$ cat config.mk
export PLATFORM = sky130hd
export DESIGN_NAME = flex_lut_cell
export DESIGN_NICKNAME = d
export VERILOG_FILES = /design/src/rtl/flut_pkg.sv /design/src/rtl/flut_lut.sv /design/src/rtl/flut_cfg_chain.sv /design/src/rtl/flut_fabric.sv /design/src/rtl/flut_oreg.sv /design/src/rtl/flex_lut_cell.sv
export SDC_FILE = /design/constraint.sdc
export NUM_CORES = 1
export LEC_CHECK = 0
export ABC_CLOCK_PERIOD_IN_PS = 5520
export BUFFER_PORTS_ARGS = -buffer_cell sky130_fd_sc_hd__buf_4
export CAP_MARGIN = 15
export CORE_ASPECT_RATIO = 0.6
export CORE_MARGIN = 1
export CORE_UTILIZATION = 40
export DETAILED_ROUTE_END_ITERATION = 8
export PLACE_DENSITY_LB_ADDON = 0.3
export REMOVE_ABC_BUFFERS = 1
export SYNTH_ARGS = -nofsm -noshare
export SYNTH_HDL_FRONTEND = slang
export SYNTH_SLANG_ARGS = --single-unit
$ cat constraint.sdc
create_clock -name clk -period 5.52 [get_ports clk]
set_input_delay 1.104 -clock clk [delete_from_list [all_inputs] [get_ports clk]]
set_output_delay 1.104 -clock clk [all_outputs]
set_load 0.01 [all_outputs]
$ cat src/rtl/flut_pkg.sv
package flut_pkg;
  localparam int DIN_W  = 8;
  localparam int MODE_W = 3;
  localparam int TT_W   = 64;
  localparam int CFG_W  = TT_W + MODE_W;
  localparam int L4_N   = 2;
  localparam int L3_N   = 4;
  localparam int L4_K   = 4;
  localparam int L3_K   = 3;
  localparam int L4_BITS = 1 << L4_K;
  localparam int L3_BITS = 1 << L3_K;
  localparam int L3_BASE = L4_N * L4_BITS;

  typedef enum logic [MODE_W-1:0] {
    M_QUAD  = 3'd0,
    M_5P3   = 3'd1,
    M_5P4   = 3'd2,
    M_5P5   = 3'd3,
    M_SIX   = 3'd4,
    M_SIX2  = 3'd5,
    M_CHAIN = 3'd6,
    M_RSVD  = 3'd7
  } lut_mode_e;
endpackage

$ cat src/rtl/flut_lut.sv
module flut_lut #(
  parameter int K = 4
) (
  input  logic [(1<<K)-1:0] mask,
  input  logic [K-1:0]      addr,
  output logic              y
);
  assign y = mask[addr];
endmodule

$ cat src/rtl/flut_cfg_chain.sv
module flut_cfg_chain #(
  parameter int W = 67
) (
  input  logic         clk,
  input  logic         rst,
  input  logic         shift,
  input  logic         sin,
  output logic [W-1:0] cfg
);
  always_ff @(posedge clk) begin
    if (rst)        cfg <= '0;
    else if (shift) cfg <= {cfg[W-2:0], sin};
  end
endmodule

$ cat src/rtl/flut_fabric.sv
module flut_fabric
  import flut_pkg::*;
(
  input  logic [TT_W-1:0]  tt,
  input  lut_mode_e        mode,
  input  logic [DIN_W-1:0] d,
  output logic [1:0]       f
);
  logic [L4_N-1:0][L4_K-1:0] a4;
  logic [L3_N-1:0][L3_K-1:0] a3;
  logic [L4_N-1:0]           y4;
  logic [L3_N-1:0]           y3;
  logic [L3_K-1:0]           a3_common;
  logic [3:0]                g;
  logic                      f5;

  // 4-input table addresses: the second table takes the upper nibble only in split-quad mode
  assign a4[0] = d[3:0];
  assign a4[1] = (mode == M_QUAD) ? d[7:4] : d[3:0];

  always_comb begin
    unique case (mode)
      M_5P3:   a3_common = d[7:5];
      M_5P4:   a3_common = d[6:4];
      M_5P5:   a3_common = {d[5], d[1:0]};
      default: a3_common = d[2:0];
    endcase
    for (int j = 0; j < L3_N; j++) a3[j] = a3_common;
    if (mode == M_CHAIN) a3[0] = {d[5], d[4], y4[0]};
  end

  genvar gi;
  generate
    for (gi = 0; gi < L4_N; gi++) begin : g_l4
      flut_lut #(.K(L4_K)) u_lut (
        .mask (tt[gi*L4_BITS +: L4_BITS]),
        .addr (a4[gi]),
        .y    (y4[gi])
      );
    end
    for (gi = 0; gi < L3_N; gi++) begin : g_l3
      flut_lut #(.K(L3_K)) u_lut (
        .mask (tt[L3_BASE + gi*L3_BITS +: L3_BITS]),
        .addr (a3[gi]),
        .y    (y3[gi])
      );
    end
  endgenerate

  // four 4-input cofactors; pairs of 3-input tables widen by one input on d[3]
  assign g  = {d[3] ? y3[3] : y3[2], d[3] ? y3[1] : y3[0], y4[1], y4[0]};
  assign f5 = d[4] ? y4[1] : y4[0];

  always_comb begin
    unique case (mode)
      M_QUAD:  f = {y4[1], y4[0]};
      M_5P3:   f = {y3[2], f5};
      M_5P4:   f = {d[7] ? y3[3] : y3[2], f5};
      M_5P5:   f = {y3[d[7:6]], f5};
      M_SIX:   f = {1'b0, g[d[5:4]]};
      M_SIX2:  f = {g[d[7:6]], g[d[5:4]]};
      M_CHAIN: f = {y3[0], y4[0]};
      default: f = 2'b00;
    endcase
  end
endmodule

$ cat src/rtl/flut_oreg.sv
module flut_oreg #(
  parameter int W = 3
) (
  input  logic         clk,
  input  logic         rst,
  input  logic         sclr,
  input  logic [W-1:0] ce,
  input  logic [W-1:0] d,
  output logic [W-1:0] q
);
  genvar gb;
  generate
    for (gb = 0; gb < W; gb++) begin : g_bit
      always_ff @(posedge clk) begin
        if (rst || sclr) q[gb] <= 1'b0;
        else if (ce[gb]) q[gb] <= d[gb];
      end
    end
  endgenerate
endmodule

$ cat src/rtl/flex_lut_cell.sv
module flex_lut_cell
  import flut_pkg::*;
(
  input  logic             clk,
  input  logic             rst,
  input  logic             cfg_shift,
  input  logic             cfg_sin,
  input  logic [DIN_W-1:0] din,
  input  logic             cin,
  input  logic [2:0]       reg_ce,
  input  logic             reg_sclr,
  output logic [1:0]       f_out,
  output logic             sum_out,
  output logic             cout,
  output logic [2:0]       q_out
);
  logic [CFG_W-1:0] cfg;
  lut_mode_e        cfg_mode;
  logic [1:0]       fn;

  flut_cfg_chain #(.W(CFG_W)) u_cfg (
    .clk   (clk),
    .rst   (rst),
    .shift (cfg_shift),
    .sin   (cfg_sin),
    .cfg   (cfg)
  );

  assign cfg_mode = lut_mode_e'(cfg[CFG_W-1 -: MODE_W]);

  flut_fabric u_fab (
    .tt   (cfg[TT_W-1:0]),
    .mode (cfg_mode),
    .d    (din),
    .f    (fn)
  );

  assign f_out   = fn;
  assign sum_out = fn[0] ^ fn[1] ^ cin;
  assign cout    = (fn[0] & fn[1]) | (cin & (fn[0] | fn[1]));

  flut_oreg #(.W(3)) u_oreg (
    .clk  (clk),
    .rst  (rst),
    .sclr (reg_sclr),
    .ce   (reg_ce),
    .d    ({sum_out, fn}),
    .q    (q_out)
  );
endmodule

# --- After elaboration in Yosys (flattened, before gate mapping) ---
# Cells that the tools add are included.
totals:
  regBits: 70
  input_bits: 17
  output_inout_bits: 7
  word_cells: 50
classes:
  n_lt_le_gt_ge: 6
  n_eq_ne: 6
  n_mux: 26
  bitwise_logic: 6
  reduce_logical: 2
ops:
  columns: ["op", "n"]
  rows:
  - ["one-hot mux 2 bit (7 select lines)", 1]
  - ["two-way mux 1 bit", 13]
  - ["binary-select mux 1 bit (select 3 bit)", 4]
  - ["< comparator 4 x 5 -> 1 bit (second input constant)", 2]
  - ["== test 3 bit (second input constant)", 3]
  - ["one-hot mux 3 bit (3 select lines)", 1]
  - ["binary-select mux 1 bit (select 4 bit)", 2]
  - ["< comparator 3 x 4 -> 1 bit (second input constant)", 2]
  - ["binary-select mux 1 bit (select 2 bit)", 3]
  - ["== test 3 x 2 -> 1 bit (second input constant)", 2]
  - ["< comparator 2 x 3 -> 1 bit (second input constant)", 2]
  - ["two-way mux 4 bit", 1]
  - ["== test 3 x 1 -> 1 bit (second input constant)", 1]
  - ["zero test 3 bit", 1]
  - ["two-way mux 3 bit", 1]
  - ["bitwise AND 1 bit", 2]
  - ["OR 1 bit", 2]
  - ["bitwise XOR 1 bit", 2]
  - ["logical OR 1 bit", 1]

# --- Logic depth before layout (Yosys ltp) ---
# Gate-level depths: netlist of run 1.
depth:
  ltp_word: 12
  ltp_mapped: 13
  ltp_nobuf: 11

# --- Modules after synthesis ---
# Synthesis of run 1 repeated with hierarchy kept, for this count alone.
unflattened:
  hier_cells: 325
  area_unflattened_um2: 3563.4
by_module_without_submodules:
  columns: ["mod", "n_inst", "cells_each", "area_per_inst_um2", "seq_area_each_um2"]
  rows:
  - ["flut_cfg_chain", 1, 216, 2401.1, 1341.3]
  - ["flut_fabric", 1, 73, 511.7, 0.0]
  - ["flut_lut (u_fab.g_l4[0].u_lut ...)", 2, 7, 135.1, 0.0]
  - ["flut_lut (u_fab.g_l3[0].u_lut ...)", 4, 3, 63.8, 0.0]
  - ["flut_oreg", 1, 9, 105.1, 60.1]
  - ["flex_lut_cell", 1, 1, 20.0, 0.0]

# --- Worst setup path before layout of run 1 ---
# OpenSTA, ideal clock, no wires.
synth_path:
  path_type: "input port to output port"
  start: "in din[5]"
  end: "out sum_out"
  arrival_ns: 3.869
  required_ns: 4.416
  path_slack_ns: 0.547
  path_stages: 11
  path_buffers: 1
  path_cell_list: "buf_2 -> or4b_4 -> and2_4 -> nand2_4 -> a2111oi_1 -> or4_1 -> o32a_1 -> a311o_1 -> nor3b_1 -> or2_4 -> xnor2_1"
synth_via:
  elab_chain_len: 10
  elab_cells_between_ends: 26
  cone_classes: "24 x mux; 2 x bitwise"
synth_rtl:
  columns: ["item", "line_no", "rtl"]
  rows:
  - ["start: declaration", "flex_lut_cell.sv:8", "input logic [DIN_W-1:0] din,"]
  - ["one-hot mux 3 bit (3 select lines)", "flut_fabric.sv:22", "unique case (mode)"]
  - ["two-way mux 3 bit", "flut_fabric.sv:29", "if (mode == M_CHAIN) a3[0] = {d[5], d[4], y4[0]};"]
  - ["binary-select mux 1 bit (select 3 bit)", "flut_lut.sv:8", "assign y = mask[addr];"]
  - ["two-way mux 1 bit (not written as such)", "flut_lut.sv:8", null]
  - ["two-way mux 1 bit", "flut_fabric.sv:51", "assign g = {d[3] ? y3[3] : y3[2], d[3] ? y3[1] : y3[0], y4[1], y4[0]};"]
  - ["binary-select mux 1 bit (select 2 bit) (on tied branches)", "flut_fabric.sv:60, flut_fabric.sv:61", null]
  - ["two-way mux 1 bit (on tied branches)", "flut_fabric.sv:60, flut_fabric.sv:61", null]
  - ["one-hot mux 2 bit (7 select lines) *", "flut_fabric.sv:55", "unique case (mode)"]
  - ["bitwise XOR 1 bit * (2 in series)", "flex_lut_cell.sv:39", "assign sum_out = fn[0] ^ fn[1] ^ cin;"]
  - ["end: declaration", "flex_lut_cell.sv:13", "output logic sum_out,"]
# Every way passes the cells marked *; elsewhere a longest branch is shown, timed or not. The select of a mux whose other input is x is not followed.

# --- Final worst setup path of run 1 ---
layout_path:
  start: "in din[4]"
  end: "out sum_out"
# The elaborated chain is that of the path after synthesis.

==> results of run 1 <==
-- critical path, cell delays in order --
cell,delay (ps)
sky130_fd_sc_hd__buf_4,150
sky130_fd_sc_hd__nor2b_1,170
sky130_fd_sc_hd__a32o_1,300
sky130_fd_sc_hd__nor2_2,270
sky130_fd_sc_hd__a2111oi_0,180
sky130_fd_sc_hd__or4_1,600
sky130_fd_sc_hd__o32a_1,370
sky130_fd_sc_hd__a311o_1,380
sky130_fd_sc_hd__nor3b_1,180
sky130_fd_sc_hd__or2_4,250
sky130_fd_sc_hd__xnor2_1,130
sky130_fd_sc_hd__buf_4,140
-- metal layers --
layer / vias up / share of wire / GRT usage / wire [um]
met5: - / 0 / 0 / 0
met4: 0 / 0.0075 / 0.0528 / 75
met3: 11 / 0.063 / 0.0493 / 628
met2: 98 / 0.37 / 0.266 / 3710
met1: 1640 / 0.56 / 0.304 / 5550
li1: 1707 / - / - / -
-- power breakdown --
group          switching [W]  internal [W]
combinational      0.0000690     0.0000481
clock               0.000214      0.000373
sequential       0.000000978      0.000507
-- state kept, by name, summed over array words and instances (netlist names) --
signal	cells
u_cfg.cfg	67
u_oreg.q	3
-- stage by stage --
stage | hold WS, ps | instance area, um^2 | util | setup slack (ps) | power (W)
2_1_floorplan | 474 | 4040 | - | 689 | 0.000576
3_3_place_gp | 505 | 4410 | 0.441 | 223 | 0.000633
3_5_place_dp | 509 | 4410 | 0.441 | 214 | 0.000634
4_1_cts | 523 | 4720 | 0.472 | 204 | 0.00123
5_1_grt | 558 | 4730 | 0.472 | 68.5 | 0.00126
6_report | 517 | 4730 | 0.472 | 203 | 0.00121
-- logic make-up (layout without fill, tap and decap cells) --
group | count (synthesis) | after routing | share of synthesized area
simple gates | 162 | 162 | 0.197
flops | 70 | 70 | 0.335
mux | 110 | 110 | 0.270
buf+inv | 40 | 50 | 0.0418
fa+ha+maj | 1 | 1 | 0.00269
xor+xnor | 2 | 2 | 0.00598
compound gates | 77 | 77 | 0.148
-- repair_timing --
item | CTS | global route
resized for setup | 0 | 3
setup endpoints to repair | 0 | 1
endpoints found under the hold margin | 0 | 0
-- worst paths after layout --
check | startpoint | to | slack [ps] | cells past startpoint
max | din[4] | sum_out | 200 | 12
min | u_oreg.q[1] | u_oreg.q[1] | 520 | 2
max reg2reg | u_cfg.cfg[66] | u_oreg.q[2] | 1890 | 10
min reg2reg | u_oreg.q[1] | u_oreg.q[1] | 520 | 2
-- area by class of cell --
| type | count | area share |
|---|---|---|
| Inverter | 6 | 0.00476 |
| Clock buffer | 11 | 0.0534 |
| Clock inverter | 5 | 0.0122 |
| Tap cell | 135 | 0.0357 |
| Multi-Input combinational cell | 352 | 0.553 |
| Sequential cell | 70 | 0.297 |
| Timing Repair Buffer | 28 | 0.0444 |
-- synthesized netlist by cell type, types with 7 or more instances --
cell type | number | area [um^2]
sky130_fd_sc_hd__buf_1 | 7 | 26.3
sky130_fd_sc_hd__nand3_1 | 11 | 55.1
sky130_fd_sc_hd__nand2_1 | 14 | 52.6
sky130_fd_sc_hd__nand2b_1 | 7 | 43.8
sky130_fd_sc_hd__nor2_1 | 81 | 304
sky130_fd_sc_hd__nor2b_1 | 7 | 43.8
sky130_fd_sc_hd__dfxtp_1 | 70 | 1400
sky130_fd_sc_hd__a2111oi_0 | 8 | 70.1
sky130_fd_sc_hd__mux2i_1 | 105 | 1050
sky130_fd_sc_hd__clkbuf_1 | 19 | 71.3
==> summary.md, run 1 <==
| Metric | Value |
|---|---|
| DRT antenna net count | 0 |
| Outcome | completed |
| Area of the core | between 10000 and 15000 um^2 |
| Starting DRT DRC Count | approximately 230 |
| Routed wire length | between 9 and 10 mm |
| Count of unique library cells instantiated by Yosys | 77 |
| Number of flip-flops and latches in the synthesized netlist | 70 |
| Final count of hold timing violations | 0 |
| Wire length per cell | between 15 and 20 um |
| Sequential share of the synthesized area | 0.335 |
| Clock root buffer | sky130_fd_sc_hd__clkbuf_16 |
| DR pass1 iterations | 4 |
| Initial standard-cell utilization of the core | 0.418 |
| Number of enable-type register cells in the synthesized netlist | 0 |
| Arrival time of the worst setup path | roughly 4200 ps |
| Async set or reset register ratio after synthesis | 0 |
| Fill cells | 998 |
| Final Max Slew Viols | 0 |
| Leak | approximately 2.0 nW |
| Number of max-cap violations | 0 |
| Via count of the first global-routing pass | about 3.1k |
| Worst slew margin relative to its limit | 0.262 |
| Final clock skew | between 5 and 6 ps |
| Count of port buffers added during placement | 23 |
| Final critical-path required period | approximately 5300 ps |
| Required time of the worst setup path | approximately 4400 ps |
| Max rail drop VDD | roughly 150 uV |
| Commonest non-fill, non-tap cell in the layout | sky130_fd_sc_hd__mux2i_1 |
| Startpoint type of the worst setup path | primary input |
| Maximum number of pins on one net before global-route repair | 72 |
| Number of buffers created by CTS | 9 |
| H-tree lvl count | 3 |
| Fraction of final layout cells sized beyond drive strength 1 | 0.148 |
| Total DRC errors in the routed layout | 0 |
| Maximum operating frequency | about 190 MHz |
| Number of sinks driven by the clock tree | 70 |
| Area occupied by registers | 1400 um^2 |
| Slew @ Worst Pin | around 1100 ps |
| Worst Setup End Kind | output port |
| Number of setup violations in the final report | 0 |
| Crit path kind | primary input to output port |
| Synthesis-to-layout area growth | 13.0% |
| RSZ-0062 raised after global routing | false |
| Setup Buffers After CTS | 0 |
| Class of the tightest hold or removal check | flop to flop |
| Most frequent cells in the layout | sky130_fd_sc_hd__mux2i_1 (105), sky130_fd_sc_hd__nor2_1 (81), sky130_fd_sc_hd__dfxtp_1 (68), sky130_fd_sc_hd__buf_4 (28), sky130_fd_sc_hd__nand2_1 (14) |
| Antenna diodes | 0 |
| Most used DFF post-synth | sky130_fd_sc_hd__dfxtp_1 |
| Rows | 28 |
| Power Dens Cells | roughly 260 nW/um^2 |
| Via count | about 3.5k |
| IO Pins | 24 |
| Initial antenna violation count | 0 |
| Horizontal extent of the die | ~130 um |
| Final period util | 0.963 |
| Clk_lat worst skew | around 330 ps |
| Number of hold buffers added after cts | 0 |
| Clock input transition at the sequential cells of the worst setup and hold paths | approximately 50 ps |
| Number of nets in the finished design | a little under 500 |
| Post-detail-place hpwl | 7.11 mm |
| Routability cong. | approximately 0.92 |
| Die outline area | around 11000 um^2 |
| Final cell count without fillers | about 600 |
| Global-route wire length before repair | ~17 mm |
| Cell count after placement | a little under 600 |
| Tot GR Track Use | 0.198 |
| Area of the multi-input gates | around 2600 um^2 |
| CTS tree | yes |
| Average cell area after synthesis | slightly above 9 um^2 |
| Die Y | between 80 and 90 um |
| Yosys warns | 0 |
| Longest Clk Path Bufs | 2 |
| Detailed-route vias per instance | 5.69 |
| Number of standard cells after synthesis | about 460 |
| Cell Area, Synth | ~4200 um^2 |
| Grt total ovfl | 0 |
| Final-layout setup total negative slack | 0 ps |
| Worst-path fanout max | 11 |
(Power assumes the default switching activity.)
==> inputs of run 2 (changes only) <==
CORE_MARGIN = 2   (was 1)
==> run 2 against run 1 <==
Compared with the run above:
- global-route usage shrank 1.6 points
- sequential share of layout area decreased by 0.36 points
- cell count increased by 0.16%
- routed wire length up 0.64%
- worst setup slack worse by 2.7 ps
- sequential cell count is the same
- sequential power is essentially flat
- non-clock buffer count increased by 1
- clock-buffer cell count did not move
- worst hold slack improved by 1.0 ps
- clock skew up 2.0 ps
- largest cell class unchanged
- largest power group unchanged
==> summary.md, run 2 (synthesis results as in run 1) <==
| Metric | Value |
|---|---|
| Outcome | completed |
| Leak | just under 2 nW |
| Number of setup violations in the final report | 0 |
| Most frequent cells in the layout | sky130_fd_sc_hd__mux2i_1 (105), sky130_fd_sc_hd__nor2_1 (81), sky130_fd_sc_hd__dfxtp_1 (69), sky130_fd_sc_hd__buf_4 (29), sky130_fd_sc_hd__nand2_1 (14) |
| Area of the core | 10000 um^2 |
| Class of the tightest hold or removal check | flop to flop |
| Post-detail-place hpwl | around 7 mm |
| Pre-CTS WS | ~250 ps |
| Psw | between 0.0002 and 0.0003 W |
| Final clock skew | around 7.0 ps |
| Required time of the worst setup path | between 4000 and 5000 ps |
| Power Dens Cells | ~270 nW/um^2 |
| Max rail drop VDD | between 150 and 200 uV |
| H-tree lvl count | 3 |
| Rows | 28 |
| Sw frac | 0.222 |
| Final count of hold timing violations | 0 |
| Sequential group share of total power | 0.387 |
| Tot GR Track Use | 0.182 |
| Combinational group share of total power | 0.089 |
| Commonest non-fill, non-tap cell in the layout | sky130_fd_sc_hd__mux2i_1 |
| IO Pins | 24 |
| Via count | between 3k and 4k |
| Grt total ovfl | 0 |
| Maximum number of pins on one net before global-route repair | slightly above 70 |
| Clock root buffer | sky130_fd_sc_hd__clkbuf_16 |
| Starting DRT DRC Count | about 310 |
| Crit path kind | primary input to output port |
| Final Max Slew Viols | 0 |
| Total DRC errors in the routed layout | 0 |
| Die outline area | between 10000 and 15000 um^2 |
| Routed wire length | 10.0 mm |
| Worst Setup Slack, final | about 200 ps |
| Fraction of final layout cells sized beyond drive strength 1 | 0.148 |
| Final critical-path required period | around 5300 ps |
| Wire length per cell | between 15 and 20 um |
| Registers with the most flip-flops | u_cfg.cfg x67, u_oreg.q x3 |
| DRT antenna net count | 0 |
| Clock input transition at the sequential cells of the worst setup and hold paths | 60 ps |
| Number of max-cap violations | 0 |
| Horizontal extent of the die | approximately 140 um |
| Die Y | ~83 um |
| Final period util | 0.964 |
| Routability cong. | approximately 0.93 |
| Arrival time of the worst setup path | approximately 4200 ps |
| Number of nets in the finished design | between 400 and 500 |
| Flip-flop count of the largest register after layout | 67 |
| Startpoint type of the worst setup path | primary input |
| Longest Clk Path Bufs | 2 |
| Detailed-route vias per instance | a little under 6 |
| Relative contribution of the clock network to total power | 0.524 |
| Fill cells | 960 |
| Register with the highest flop count | u_cfg.cfg |
| Number of hold buffers added after cts | 0 |
| RSZ-0062 raised after global routing | false |
| Worst slew margin relative to its limit | 0.265 |
| Final-layout setup total negative slack | 0 ps |
| Initial antenna violation count | 0 |
| Maximum operating frequency | about 190 MHz |
| Number of sinks driven by the clock tree | 70 |
| CTS tree | yes |
| Synthesis-to-layout area growth | 14.3% |
| Antenna diodes | 0 |
| Worst Setup End Kind | output port |
| Count of port buffers added during placement | 23 |
| Number of buffers created by CTS | 9 |
| Total power | ~0.0013 W |
| Setup Buffers After CTS | 0 |
| Clk_lat worst skew | approximately 340 ps |
| Internal cell power | ~0.001 W |
| Via count of the first global-routing pass | ~3.1k |
| Initial standard-cell utilization of the core | 0.418 |
| Global-route wire length before repair | between 15 and 20 mm |
| Worst-path fanout max | 9 |
| Slew @ Worst Pin | between 1000 and 1500 ps |
| DR pass1 iterations | 5 |
-- run 2: final timing paths --
path                 start     endpoint  slack (ps)  cells past startpoint
max                 din[6]         cout         200                     13
min            u_oreg.q[1]  u_oreg.q[1]         520                      2
max reg2reg  u_cfg.cfg[64]  u_oreg.q[2]        1870                     10
min reg2reg    u_oreg.q[1]  u_oreg.q[1]         520                      2
-- run 2: layout make-up --
| class | count | area (um^2) | share of cell area |
|---|---|---|---|
| multi-input combinational | 352 | 2620 | 0.547 |
| sequential | 70 | 1400 | 0.293 |
| clock buffer | 11 | 253 | 0.0528 |
| timing repair buffer | 29 | 218 | 0.0455 |
| tap | 135 | 169 | 0.0353 |
| clock inverter | 5 | 105 | 0.0220 |
| inverter | 6 | 22.5 | 0.00471 |
-- run 2: worst max-delay path: stages --
cell                        delay (ps)
sky130_fd_sc_hd__buf_4             150
sky130_fd_sc_hd__or4b_1            520
sky130_fd_sc_hd__and2_4            200
sky130_fd_sc_hd__and2_1            230
sky130_fd_sc_hd__a2111oi_0         650
sky130_fd_sc_hd__or4_1             240
sky130_fd_sc_hd__o32ai_1           100
sky130_fd_sc_hd__nand3_1           120
sky130_fd_sc_hd__o2111ai_1         180
sky130_fd_sc_hd__nor2_1            210
sky130_fd_sc_hd__inv_2              70
sky130_fd_sc_hd__maj3_2            290
sky130_fd_sc_hd__buf_4             140
-- run 2: through the flow --
stage | util | instances | area, um^2 | hold WS (ps)
final | 0.478 | 608 | 4790 | 518
after global routing | 0.478 | 608 | 4790 | 538
after CTS | 0.477 | 608 | 4780 | 519
after detailed placement | 0.441 | 592 | 4420 | 511
after global placement | 0.441 | 592 | 4420 | 503
after floorplan | - | 428 | 4040 | 474
-- run 2: what timing repair did --
action,4_1_cts,5_1_grt
setup endpoints to repair,0,2
endpoints found under the hold margin,0,0
resized for setup,0,2
-- run 2: metal layers --
layer,global-route usage,up-vias,wire (um)
met1,0.281,1678,5230
met2,0.239,113,3850
met5,0,-,0
met3,0.0543,10,818
li1,-,1711,-
met4,0.0473,0,136
-- run 2: power groups by stage --
stage / Sequential (W) / Combinational (W) / Clock [W]
after floorplan: 0.000519 / 0.0000569 / 0
after global routing: 0.000508 / 0.000125 / 0.000726
after detailed placement: 0.000519 / 0.000115 / 0
after global placement: 0.000519 / 0.000114 / 0
after CTS: 0.000508 / 0.000115 / 0.000704
final: 0.000508 / 0.000116 / 0.000687
